===== src/rtl/cwa_pkg.sv =====
package cwa_pkg;

    typedef enum logic [0:0] {
        ST_FILL  = 1'b0,
        ST_TRACK = 1'b1
    } epoch_state_e;

    localparam int SAMPLE_W  = 2;
    localparam int CARRIER_W = 3;
    localparam int LEVEL_W   = 3;
    localparam int PROD_W    = 4;
    localparam int PROD_MAX  = 6;

    function automatic logic signed [LEVEL_W-1:0] decode_sample(input logic [SAMPLE_W-1:0] code);
        logic signed [LEVEL_W-1:0] mag;
        mag = code[0] ? 3'sd3 : 3'sd1;
        return code[1] ? -mag : mag;
    endfunction

endpackage


===== src/rtl/cwa_nco.sv =====
module cwa_nco
    import cwa_pkg::*;
#(
    parameter int PHASE_W = 32
) (
    input  logic                        clk,
    input  logic                        rst_n,
    input  logic                        step_en,
    input  logic [PHASE_W-1:0]          freq_word,
    output logic signed [CARRIER_W-1:0] cos_o,
    output logic signed [CARRIER_W-1:0] sin_o
);

    localparam int IDX_W = 3;

    logic [PHASE_W-1:0] phase_q;
    logic [IDX_W-1:0]   idx;

    always_ff @(posedge clk or negedge rst_n) begin
        if (!rst_n) begin
            phase_q <= '0;
        end else if (step_en) begin
            phase_q <= phase_q + freq_word;
        end
    end

    assign idx = phase_q[PHASE_W-1 -: IDX_W];

    always_comb begin
        unique case (idx)
            3'd0: begin cos_o =  3'sd2; sin_o =  3'sd1; end
            3'd1: begin cos_o =  3'sd1; sin_o =  3'sd2; end
            3'd2: begin cos_o = -3'sd1; sin_o =  3'sd2; end
            3'd3: begin cos_o = -3'sd2; sin_o =  3'sd1; end
            3'd4: begin cos_o = -3'sd2; sin_o = -3'sd1; end
            3'd5: begin cos_o = -3'sd1; sin_o = -3'sd2; end
            3'd6: begin cos_o =  3'sd1; sin_o = -3'sd2; end
            3'd7: begin cos_o =  3'sd2; sin_o = -3'sd1; end
            default: begin cos_o = '0; sin_o = '0; end
        endcase
    end

    // phase frozen on cycles without a sample
    assert_phase_hold_R2: assert property (@(posedge clk) disable iff (!rst_n)
        !step_en |=> $stable(phase_q));

endmodule


===== src/rtl/cwa_mixer.sv =====
module cwa_mixer
    import cwa_pkg::*;
(
    input  logic [SAMPLE_W-1:0]         sample,
    input  logic                        code_chip,
    input  logic                        code_force,
    input  logic signed [CARRIER_W-1:0] cos_i,
    input  logic signed [CARRIER_W-1:0] sin_i,
    output logic signed [PROD_W-1:0]    prod_i,
    output logic signed [PROD_W-1:0]    prod_q
);

    logic signed [LEVEL_W-1:0]   level;
    logic                        code_neg;
    logic signed [CARRIER_W-1:0] carrier [2];
    logic signed [PROD_W-1:0]    prod    [2];

    assign level      = decode_sample(sample);
    assign code_neg   = !code_force && !code_chip;
    assign carrier[0] = cos_i;
    assign carrier[1] = sin_i;

    for (genvar a = 0; a < 2; a++) begin : g_arm
        logic signed [PROD_W+1:0] raw;
        assign raw     = (PROD_W+2)'(level) * (PROD_W+2)'(carrier[a]);
        assign prod[a] = code_neg ? -PROD_W'(raw) : PROD_W'(raw);
    end

    assign prod_i = prod[0];
    assign prod_q = prod[1];

endmodule


===== src/rtl/cwa_epoch_ctrl.sv =====
module cwa_epoch_ctrl
    import cwa_pkg::*;
(
    input  logic clk,
    input  logic rst_n,
    input  logic sample_valid,
    input  logic epoch,
    output logic acc_add,
    output logic acc_load,
    output logic acc_dump,
    output logic dump_valid_o
);

    epoch_state_e state_q, state_d;

    always_ff @(posedge clk or negedge rst_n) begin
        if (!rst_n) begin
            state_q <= ST_FILL;
        end else begin
            state_q <= state_d;
        end
    end

    always_comb begin
        state_d = state_q;
        unique case (state_q)
            ST_FILL:  if (epoch) state_d = ST_TRACK;   // T_ALIGN
            ST_TRACK: state_d = ST_TRACK;               // T_DUMP / T_HOLD
            default:  state_d = ST_FILL;
        endcase
    end

    always_comb begin
        acc_add  = 1'b0;
        acc_load = 1'b0;
        acc_dump = 1'b0;
        unique case (state_q)
            ST_FILL: begin
                acc_load = epoch;
            end
            ST_TRACK: begin
                acc_load = epoch;
                acc_dump = epoch;
                acc_add  = sample_valid && !epoch;
            end
            default: ;
        endcase
    end

    always_ff @(posedge clk or negedge rst_n) begin
        if (!rst_n) begin
            dump_valid_o <= 1'b0;
        end else begin
            dump_valid_o <= acc_dump;
        end
    end

    // no dump can leave the alignment state
    assert_fill_no_dump_R10: assert property (@(posedge clk) disable iff (!rst_n)
        (state_q == ST_FILL) |=> !dump_valid_o);

endmodule


===== src/rtl/cwa_arm_accum.sv =====
module cwa_arm_accum
    import cwa_pkg::*;
#(
    parameter int ACC_W = 17
) (
    input  logic                     clk,
    input  logic                     rst_n,
    input  logic                     sample_valid,
    input  logic                     add,
    input  logic                     load,
    input  logic                     dump,
    input  logic signed [PROD_W-1:0] prod,
    output logic signed [ACC_W-1:0]  hold_o
);

    logic signed [ACC_W-1:0] acc_q;
    logic signed [ACC_W:0]   sum_wide;

    assign sum_wide = (ACC_W+1)'(acc_q) + (ACC_W+1)'(prod);

    always_ff @(posedge clk or negedge rst_n) begin
        if (!rst_n) begin
            acc_q <= '0;
        end else if (load) begin
            acc_q <= sample_valid ? ACC_W'(prod) : '0;
        end else if (add) begin
            acc_q <= ACC_W'(sum_wide);
        end
    end

    always_ff @(posedge clk or negedge rst_n) begin
        if (!rst_n) begin
            hold_o <= '0;
        end else if (dump) begin
            hold_o <= acc_q;
        end
    end

    // adding never leaves the representable range
    assert_no_overflow_R11: assert property (@(posedge clk) disable iff (!rst_n)
        add |-> (sum_wide[ACC_W] == sum_wide[ACC_W-1]));

    // dump register only changes on a dump
    assert_hold_stable_R9: assert property (@(posedge clk) disable iff (!rst_n)
        !dump |=> $stable(hold_o));

    // mixer products stay within the full-scale range
    assert_prod_range_R5: assert property (@(posedge clk) disable iff (!rst_n)
        sample_valid |-> (prod <= PROD_W'(PROD_MAX) && prod >= -PROD_W'(PROD_MAX)));

endmodule


===== src/rtl/carrier_wipeoff_accum.sv =====
module carrier_wipeoff_accum
    import cwa_pkg::*;
#(
    parameter int PHASE_W   = 32,
    parameter int EPOCH_MAX = 8192,
    parameter int ACC_W     = $clog2(EPOCH_MAX * PROD_MAX + 1) + 1
) (
    input  logic                    clk,
    input  logic                    rst_n,
    input  logic                    sample_valid,
    input  logic [SAMPLE_W-1:0]     sample,
    input  logic                    code_chip,
    input  logic                    code_force,
    input  logic                    epoch,
    input  logic [PHASE_W-1:0]      freq_word,
    output logic signed [ACC_W-1:0] dump_i,
    output logic signed [ACC_W-1:0] dump_q,
    output logic                    dump_valid
);

    logic signed [CARRIER_W-1:0] cos_w, sin_w;
    logic signed [PROD_W-1:0]    prod_w [2];
    logic signed [ACC_W-1:0]     hold_w [2];
    logic                        acc_add, acc_load, acc_dump;

    cwa_nco #(.PHASE_W(PHASE_W)) u_nco (
        .clk       (clk),
        .rst_n     (rst_n),
        .step_en   (sample_valid),
        .freq_word (freq_word),
        .cos_o     (cos_w),
        .sin_o     (sin_w)
    );

    cwa_mixer u_mixer (
        .sample     (sample),
        .code_chip  (code_chip),
        .code_force (code_force),
        .cos_i      (cos_w),
        .sin_i      (sin_w),
        .prod_i     (prod_w[0]),
        .prod_q     (prod_w[1])
    );

    cwa_epoch_ctrl u_ctrl (
        .clk          (clk),
        .rst_n        (rst_n),
        .sample_valid (sample_valid),
        .epoch        (epoch),
        .acc_add      (acc_add),
        .acc_load     (acc_load),
        .acc_dump     (acc_dump),
        .dump_valid_o (dump_valid)
    );

    for (genvar a = 0; a < 2; a++) begin : g_accum
        cwa_arm_accum #(.ACC_W(ACC_W)) u_arm (
            .clk          (clk),
            .rst_n        (rst_n),
            .sample_valid (sample_valid),
            .add          (acc_add),
            .load         (acc_load),
            .dump         (acc_dump),
            .prod         (prod_w[a]),
            .hold_o       (hold_w[a])
        );
    end

    assign dump_i = hold_w[0];
    assign dump_q = hold_w[1];

    // a dump pulse never lasts past a cycle without a strobe
    assert_valid_pulse_R8: assert property (@(posedge clk) disable iff (!rst_n)
        (dump_valid && !$past(epoch)) |-> 1'b0);

endmodule


===== config.mk =====
export PLATFORM = sky130hd
export DESIGN_NAME = carrier_wipeoff_accum
export DESIGN_NICKNAME = d
export VERILOG_FILES = /design/src/rtl/cwa_pkg.sv /design/src/rtl/cwa_nco.sv /design/src/rtl/cwa_mixer.sv /design/src/rtl/cwa_epoch_ctrl.sv /design/src/rtl/cwa_arm_accum.sv /design/src/rtl/carrier_wipeoff_accum.sv
export SDC_FILE = /design/constraint.sdc
export NUM_CORES = 1
export LEC_CHECK = 0
export BUFFER_PORTS_ARGS = -buffer_cell sky130_fd_sc_hd__buf_2
export CORE_UTILIZATION = 26
export DETAILED_ROUTE_END_ITERATION = 8
export GPL_ROUTABILITY_DRIVEN = 1
export SLEW_MARGIN = 40
export SYNTH_ARGS = -nofsm -noshare
export SYNTH_HDL_FRONTEND = slang
export SYNTH_SLANG_ARGS = --single-unit

===== constraint.sdc =====
create_clock -name clk -period 7.1 [get_ports clk]
set_input_delay 1.42 -clock clk [delete_from_list [all_inputs] [get_ports clk]]
set_output_delay 1.42 -clock clk [all_outputs]
set_load 0.1 [all_outputs]

==> results.sh, run 1 <==
export IMPL_min_period_over_period_pct=79.4
export IMPL_grt_overflow=0
export IMPL_grt_usage_pct=11.8
export IMPL_grt_pass1_wl_mm=29.4
export IMPL_end_kind="flop"
export IMPL_viasPerCell=4.89
export IMPL_grt_pass1_vias=5875
export IMPL_drt_iter0_drc=338
export IMPL_initial_core_util_pct=26.6
export IMPL_hpwl_mm=12.9
export IMPL_clockRootBuffer="clkbuf_16"
export IMPL_min_path_type="flop to flop"
export IMPL_slew_viol_final=0
export IMPL_synth_seq_area_share_pct=33.2
export IMPL_port_buffers=74
export IMPL_status="completed"
export IMPL_io_pins=75
export IMPL_die_h_um=174
export IMPL_timing_rr_end="g_accum[1].u_arm.acc_q[16]"
export IMPL_finalWeightedCongestion=0.863
export IMPL_clock_path_buffers=2
export IMPL_period_needed_ps=5640
export IMPL_rows=62
export IMPL_numCtsBuffers=9
export IMPL_die_w_um=174
export IMPL_fill_cells=3063
export IMPL_ctsResizeCount=0
export IMPL_syn_area_um2=7680
export IMPL_critPathKind="input port to flop"
export IMPL_yosys_warnings=0
export IMPL_setup_violations=0
export IMPL_htreeDepth=3
export IMPL_rsz0062_at_grt="false"
export IMPL_synth_ff_type="dfrtp_1"
export IMPL_whs_path_depth=2
export IMPL_yosysUniqueCellTypes=73
export IMPL_synth_mux_area_share_pct=9.80
export IMPL_synth_edf_count=0
export IMPL_cts_sinks=102
export IMPL_holdPathEnd="g_accum[1].u_arm.hold_o[9]"
export IMPL_syn_area_per_cell_um2=9.58
export IMPL_fin_skew_ps=10.8
export IMPL_regArea_um2=2550
export IMPL_area_growth_pct=13.2
export IMPL_cts_hold_buf=0
export IMPL_drc_errors=0
export IMPL_antenna_found_initial=2
export IMPL_synth_simple_gate_area_share_pct=11.9
export IMPL_met2_usage_pct=19.2
export IMPL_worstMarginPinSlew_ps=756
export IMPL_r2r_slack_ps=1780
export IMPL_multi_input_area_um2=4830
export IMPL_r2r_cells=21
export IMPL_start_kind="input port"
export IMPL_netlist_instances=802
export IMPL_synth_xor_area_share_pct=6.59
export IMPL_syn_nets=922
export IMPL_grtUsageMet1_pct=16.1
export IMPL_relSlewSlack_pct=49.6
export IMPL_drtAntennaViolNets=0
export IMPL_grt_max_degree=68
export IMPL_core_area_um2=28900
export IMPL_synth_compound_area_share_pct=21.0
export IMPL_synth_seq_cells=102
export IMPL_arrival_ps=5880
export IMPL_dr_pass1_iters=5
export IMPL_postRouteWirelength_mm=17.4
export IMPL_grt_util_met3_pct=2.49
export IMPL_maxCapViolCount=0
export IMPL_r2r_start="u_nco.phase_q[29]"
export IMPL_grt_busiest_layer="met2"
export IMPL_dieArea_um2=30200
export IMPL_fin_nets=981
export IMPL_fmax_mhz=177
export IMPL_cp_max_fo=13
export IMPL_hold_viol=0
export IMPL_clkLatencyLatePin_ps=360
export IMPL_clk_pin_slew_ps=70
export IMPL_synth_top_family_by_area="compound AO/OA/AOI/OAI gates"
export IMPL_postCtsSetupRepairBufs=0
export IMPL_setup_tns_ps=0
export IMPL_min_from="g_accum[1].u_arm.hold_o[9]"
export IMPL_vias=6113
export IMPL_synthAdderAreaFrac_pct=13.5
export IMPL_ys_async_sr_fraction_pct=100
export IMPL_post_drt_wl_per_cell_um=13.9
export IMPL_crit_required_ps=7340
export IMPL_cts_tree="done"
export IMPL_drive_above_1_share_pct=20.1
-- cell type report --
class,count,area share [%]
Multi-Input combinational cell,636,55.6
Sequential cell,102,29.3
Tap cell,384,5.52
Timing Repair Buffer,81,4.96
Clock buffer,9,2.59
Inverter,31,1.34
Clock inverter,6,0.619
Antenna cell,1,0.0288
-- sequential cells by signal, indices dropped and copies added, names as in the netlist --
name and flops:
g_accum.u_arm.acc_q 34, g_accum.u_arm.hold_o 34, u_nco.phase_q 32, u_ctrl.dump_valid_o 1
u_ctrl.state_q 1
-- kinds of logic after synthesis --
family,after synthesis
simple gates,187
flops,102
xor+xnor,57
buf+inv,64
compound gates,244
mux,68
fa+ha+maj,80
-- through the flow --
stage               cell area (µm²)  worst slack [ps]  util (%)  cells  hold WS [ps]
global placement               8400               967      29.1   1234           466
detailed placement             8410               788      29.1   1234           470
floorplan                      7680              1170         -    802           458
finish                         8700              1460      30.1   1250           485
CTS                            8690              1190      30.1   1249           487
global route                   8690              1010      30.1   1249           523
-- synthesized netlist by cell type (all sizes together) (5+ instances only) --
library cell  instances  area share, %
o21ai                43            2.8
a211oi               10            1.0
and3                  5           0.41
mux2i                10            1.3
inv                  31            1.5
buf                   6           0.62
a21oi                71            4.7
nand4                 6           0.49
nand2                54            2.6
nor2                 48            2.4
xnor2                32            3.7
or3                   6           0.49
xor2                 25            2.8
dfrtp               102             33
a31oi                11           0.98
nor2b                10           0.81
a21o                 17            1.7
o211ai               22            2.3
mux2                 58            8.5
o21a                 23            2.2
nor3                 16            1.1
nand3                18            1.2
ha                   75             12
clkbuf               27            1.8
fa                    5            1.3
nand2b                6           0.49
-- cells in the final DEF (no fill, tap or decap), drive strengths merged, types with 23 or more instances in the layout --
cell,n
o21ai,43
buf,81
nand2,54
nor2,48
dfrtp,102
xnor2,32
ha,75
inv,34
o21a,23
mux2,58
a21oi,71
xor2,25
-- per-layer routing --
layer | up-vias | part of all wire [%]
met3 | 14 | 4.3
met4 | 2 | 0.85
met2 | 111 | 46
met1 | 2894 | 49
met5 | - | 0.075
li1 | 3092 | -
-- worst max-delay path: stages --
cell      delay (ps)
buf_2            120
xnor2_1          310
a21oi_1           80
ha_1             310
fa_1             500
nor2_1           190
a21boi_1          90
o22ai_1          150
a21oi_1           90
xnor2_2          470
buf_4            280
ha_1             300
o21ai_0          220
o21ai_0          130
a221oi_1         370
o22ai_1          170
nor4_1           190
nor3_1           130
and4bb_2         310
nor3_2            40
-- worst max path at each step --
stage               startpoint                    endpoint  slack (ps)  depth (start not counted)
floorplan            sample[0]  g_accum[1].u_arm.acc_q[16]        1170                         18
global placement     sample[1]  g_accum[1].u_arm.acc_q[16]         970                         19
detailed placement   sample[0]  g_accum[1].u_arm.acc_q[16]         790                         19
CTS                  sample[0]  g_accum[1].u_arm.acc_q[16]        1190                         19
global route         sample[1]  g_accum[1].u_arm.acc_q[15]        1010                         20
finish               sample[0]  g_accum[1].u_arm.acc_q[16]        1460                         20
Power of run 1 is left out: the tool's default activity adds up to more than one toggle a clock period on the data nets, which glitch-free logic cannot reach.
==> run 2, diff against run 1 <==
Settings changed: ABC_AREA set to 1.
Clock period 7.1 ns to 4.5 ns, I/O delays scaled along.
==> run 2 against run 1 <==
Effect of this change:
- non-clock buffer count unchanged
- die area increased by 5.9%
- final cell count increased by 25%
- flip-flop and latch count unchanged
- sequential share of layout area decreased by 1.7 points
- first-iteration DRC count increased by 2.1%
- setup slack got worse by 1200 ps
- clock skew increased by 3.5 ps
- synthesized area increased by 6.0%
- design area increased by 6.3%
- critical path depth increased by 4
- routed wire length increased by 20%
==> results.sh, run 2 <==
export IMPL_fin_skew_ps=14.3
export IMPL_grt_pass1_vias=7163
export IMPL_setup_violations=0
export IMPL_path_cells="inv_1, ha_2, a21oi_1, ha_1, fa_1, nor2_2, nand2_4, nand2_4, xor2_2, inv_1, nand3_1, nand2_2, inv_2, buf_12, ha_1, a21oi_1, nand2_1, nand2_1, nand2_1, a21oi_1, inv_1, nand2_1, nand3_1, a21oi_2"
export IMPL_grt_pass1_wl_mm=34.9
export IMPL_clk_pin_slew_ps=80
export IMPL_synth_area_leader_cell="dfrtp_1"
export IMPL_yosysMostFrequentCell="nand2_1"
export IMPL_fmax_mhz=239
export IMPL_rsz0062_at_grt="false"
export IMPL_area_growth_pct=13.5
export IMPL_synth_top_cell_area_share_pct=31.3
export IMPL_synth_ff_type="dfrtp_1"
export IMPL_maxCapViolCount=0
export IMPL_start_kind="flop"
export IMPL_postRouteWirelength_mm=20.8
export IMPL_min_path_type="flop to flop"
export IMPL_cpMaxStageDelayCell="fa_1"
export IMPL_r2r_cells=24
export IMPL_timing_rr_end="g_accum[1].u_arm.acc_q[16]"
export IMPL_ys_async_sr_fraction_pct=100
export IMPL_synth_seq_area_share_pct=31.3
export IMPL_io_pins=75
export IMPL_clkLatencyLatePin_ps=370
export IMPL_crit_end="g_accum[1].u_arm.acc_q[16]"
export IMPL_fin_nets=1280
export IMPL_grt_overflow=0
export IMPL_viasPerCell=4.64
export IMPL_drt_iter0_drc=345
export IMPL_finalWeightedCongestion=0.911
export IMPL_drive_above_1_share_pct=14.6
export IMPL_hpwl_mm=16.1
export IMPL_r2r_slack_ps=310
export IMPL_dieArea_um2=32000
export IMPL_grt_max_degree=67
export IMPL_final_cell_mix="nand2_1, inv_1, dfrtp_1"
export IMPL_dr_pass1_iters=5
export IMPL_reg_largest_list="g_accum.u_arm.acc_q: 34 flops, g_accum.u_arm.hold_o: 34 flops, u_nco.phase_q: 32 flops"
export IMPL_r2r_start="u_nco.phase_q[29]"
export IMPL_min_period_over_period_pct=93.1
export IMPL_critPathKind="flop to flop"
export IMPL_drc_errors=0
export IMPL_post_drt_wl_per_cell_um=13.3
export IMPL_setup_tns_ps=0
export IMPL_fill_cells=3333
export IMPL_port_buffers=74
export IMPL_rows=64
export IMPL_die_w_um=179
export IMPL_syn_area_um2=8140
export IMPL_initial_core_util_pct=26.6
export IMPL_slew_viol_final=0
export IMPL_slowest_delay_ps=510
export IMPL_status="completed"
export IMPL_drtAntennaViolNets=0
export IMPL_clockRootBuffer="clkbuf_16"
export IMPL_syn_nets=1212
export IMPL_end_kind="flop"
export IMPL_yosysUniqueCellTypes=53
export IMPL_netlist_instances=1092
export IMPL_final_common_cell="nand2_1"
export IMPL_worstMarginPinSlew_ps=713
export IMPL_yosys_warnings=0
export IMPL_period_needed_ps=4190
export IMPL_grt_usage_pct=13.7
export IMPL_arrival_ps=4480
export IMPL_cts_tree="done"
export IMPL_core_area_um2=30700
export IMPL_synth_seq_cells=102
export IMPL_antenna_found_initial=0
export IMPL_ys_top_cells_by_count="nand2_1, inv_1, dfrtp_1"
export IMPL_relSlewSlack_pct=52.4
export IMPL_hold_viol=0
export IMPL_worst_path_most_repeated_cell="nand2_1"
export IMPL_cts_sinks=102
export IMPL_numCtsBuffers=9
export IMPL_setup_worst_path_start="u_nco.phase_q[29]"
export IMPL_vias=7240
export IMPL_syn_area_per_cell_um2=7.46
export IMPL_synth_edf_count=0
export IMPL_die_h_um=179
export IMPL_cp_max_fo=10
export IMPL_synth_area_leaders="dfrtp_1, nand2_1, ha_1"
export IMPL_crit_required_ps=4790
export IMPL_clock_path_buffers=2
export IMPL_antenna_cells=0
export IMPL_htreeDepth=3
[run 2: area by class of cell]
| cell class | instances | area, µm² | area share [%] |
|---|---|---|---|
| clock buffers | 9 | 225 | 2.44 |
| multi-input cells | 823 | 4900 | 53.0 |
| flip-flops and latches | 102 | 2550 | 27.6 |
| well taps | 396 | 495 | 5.36 |
| clock inverters | 7 | 76.3 | 0.826 |
| repair buffers | 81 | 442 | 4.78 |
| inverters | 143 | 552 | 5.97 |
[run 2: kinds of logic (layout without fill, tap and decap cells)]
logic type	count (synthesis)	count (layout)	synth area share, %
and+or+nand+nor	448	448	24.2
adders and majority gates	80	80	12.8
AOI/OAI and AO/OA	272	272	20.5
xor gates and xnor gates	22	22	2.55
DFF	102	102	31.3
buffers and inverters	167	240	8.60
muxes	1	1	0.123
[run 2: stage by stage]
stage	cell area [µm²]	setup slack, ps	util [%]	hold WS [ps]	std cells
floorplan	8140	399	-	446	1092
global placement	8930	118	29.1	460	1545
detailed placement	8940	65.2	29.1	463	1545
CTS	9240	214	30.1	486	1561
global route	9240	9.05	30.1	498	1561
finish	9240	313	30.1	479	1561
[run 2: per-layer routing]
| layer | GRT usage, % | part of all wire, % | vias up | wire [µm] |
|---|---|---|---|---|
| li1 | - | - | 3791 | - |
| met1 | 17.8 | 48 | 3298 | 10100 |
| met2 | 23.2 | 47 | 136 | 9780 |
| met3 | 2.48 | 3.6 | 15 | 757 |
| met4 | 3.46 | 1.1 | 0 | 227 |
| met5 | 0 | 0 | - | 0 |
[run 2: what timing repair did]
action / 4_1_cts / 5_1_grt
resized for setup: 0 / 3
hold buffers: 0 / 0
setup endpoints to repair: 0 / 15
setup buffers: 0 / 0
[run 2: critical path: cells and delay by family, from the launching register on]
kind / cells / cell delay, ps
compound gates: 4 / 610
xor+xnor: 1 / 150
fa+ha+maj: 4 / 1530
buf+inv: 5 / 520
flops: 1 / 420
simple gates: 10 / 880
[run 2: how the worst min path moves through the flow]
stage	startpoint	endpoint	slack (ps)	cells past startpoint
after floorplan	u_nco.phase_q[0]	u_nco.phase_q[0]	450	2
after global placement	u_nco.phase_q[0]	u_nco.phase_q[0]	460	2
after detailed placement	g_accum[0].u_arm.hold_o[2]	g_accum[0].u_arm.hold_o[2]	460	2
after CTS	g_accum[0].u_arm.hold_o[2]	g_accum[0].u_arm.hold_o[2]	490	2
after global routing	g_accum[0].u_arm.hold_o[6]	g_accum[0].u_arm.hold_o[6]	500	2
final	g_accum[0].u_arm.hold_o[2]	g_accum[0].u_arm.hold_o[2]	480	2
Power of run 2 is left out for the same reason.
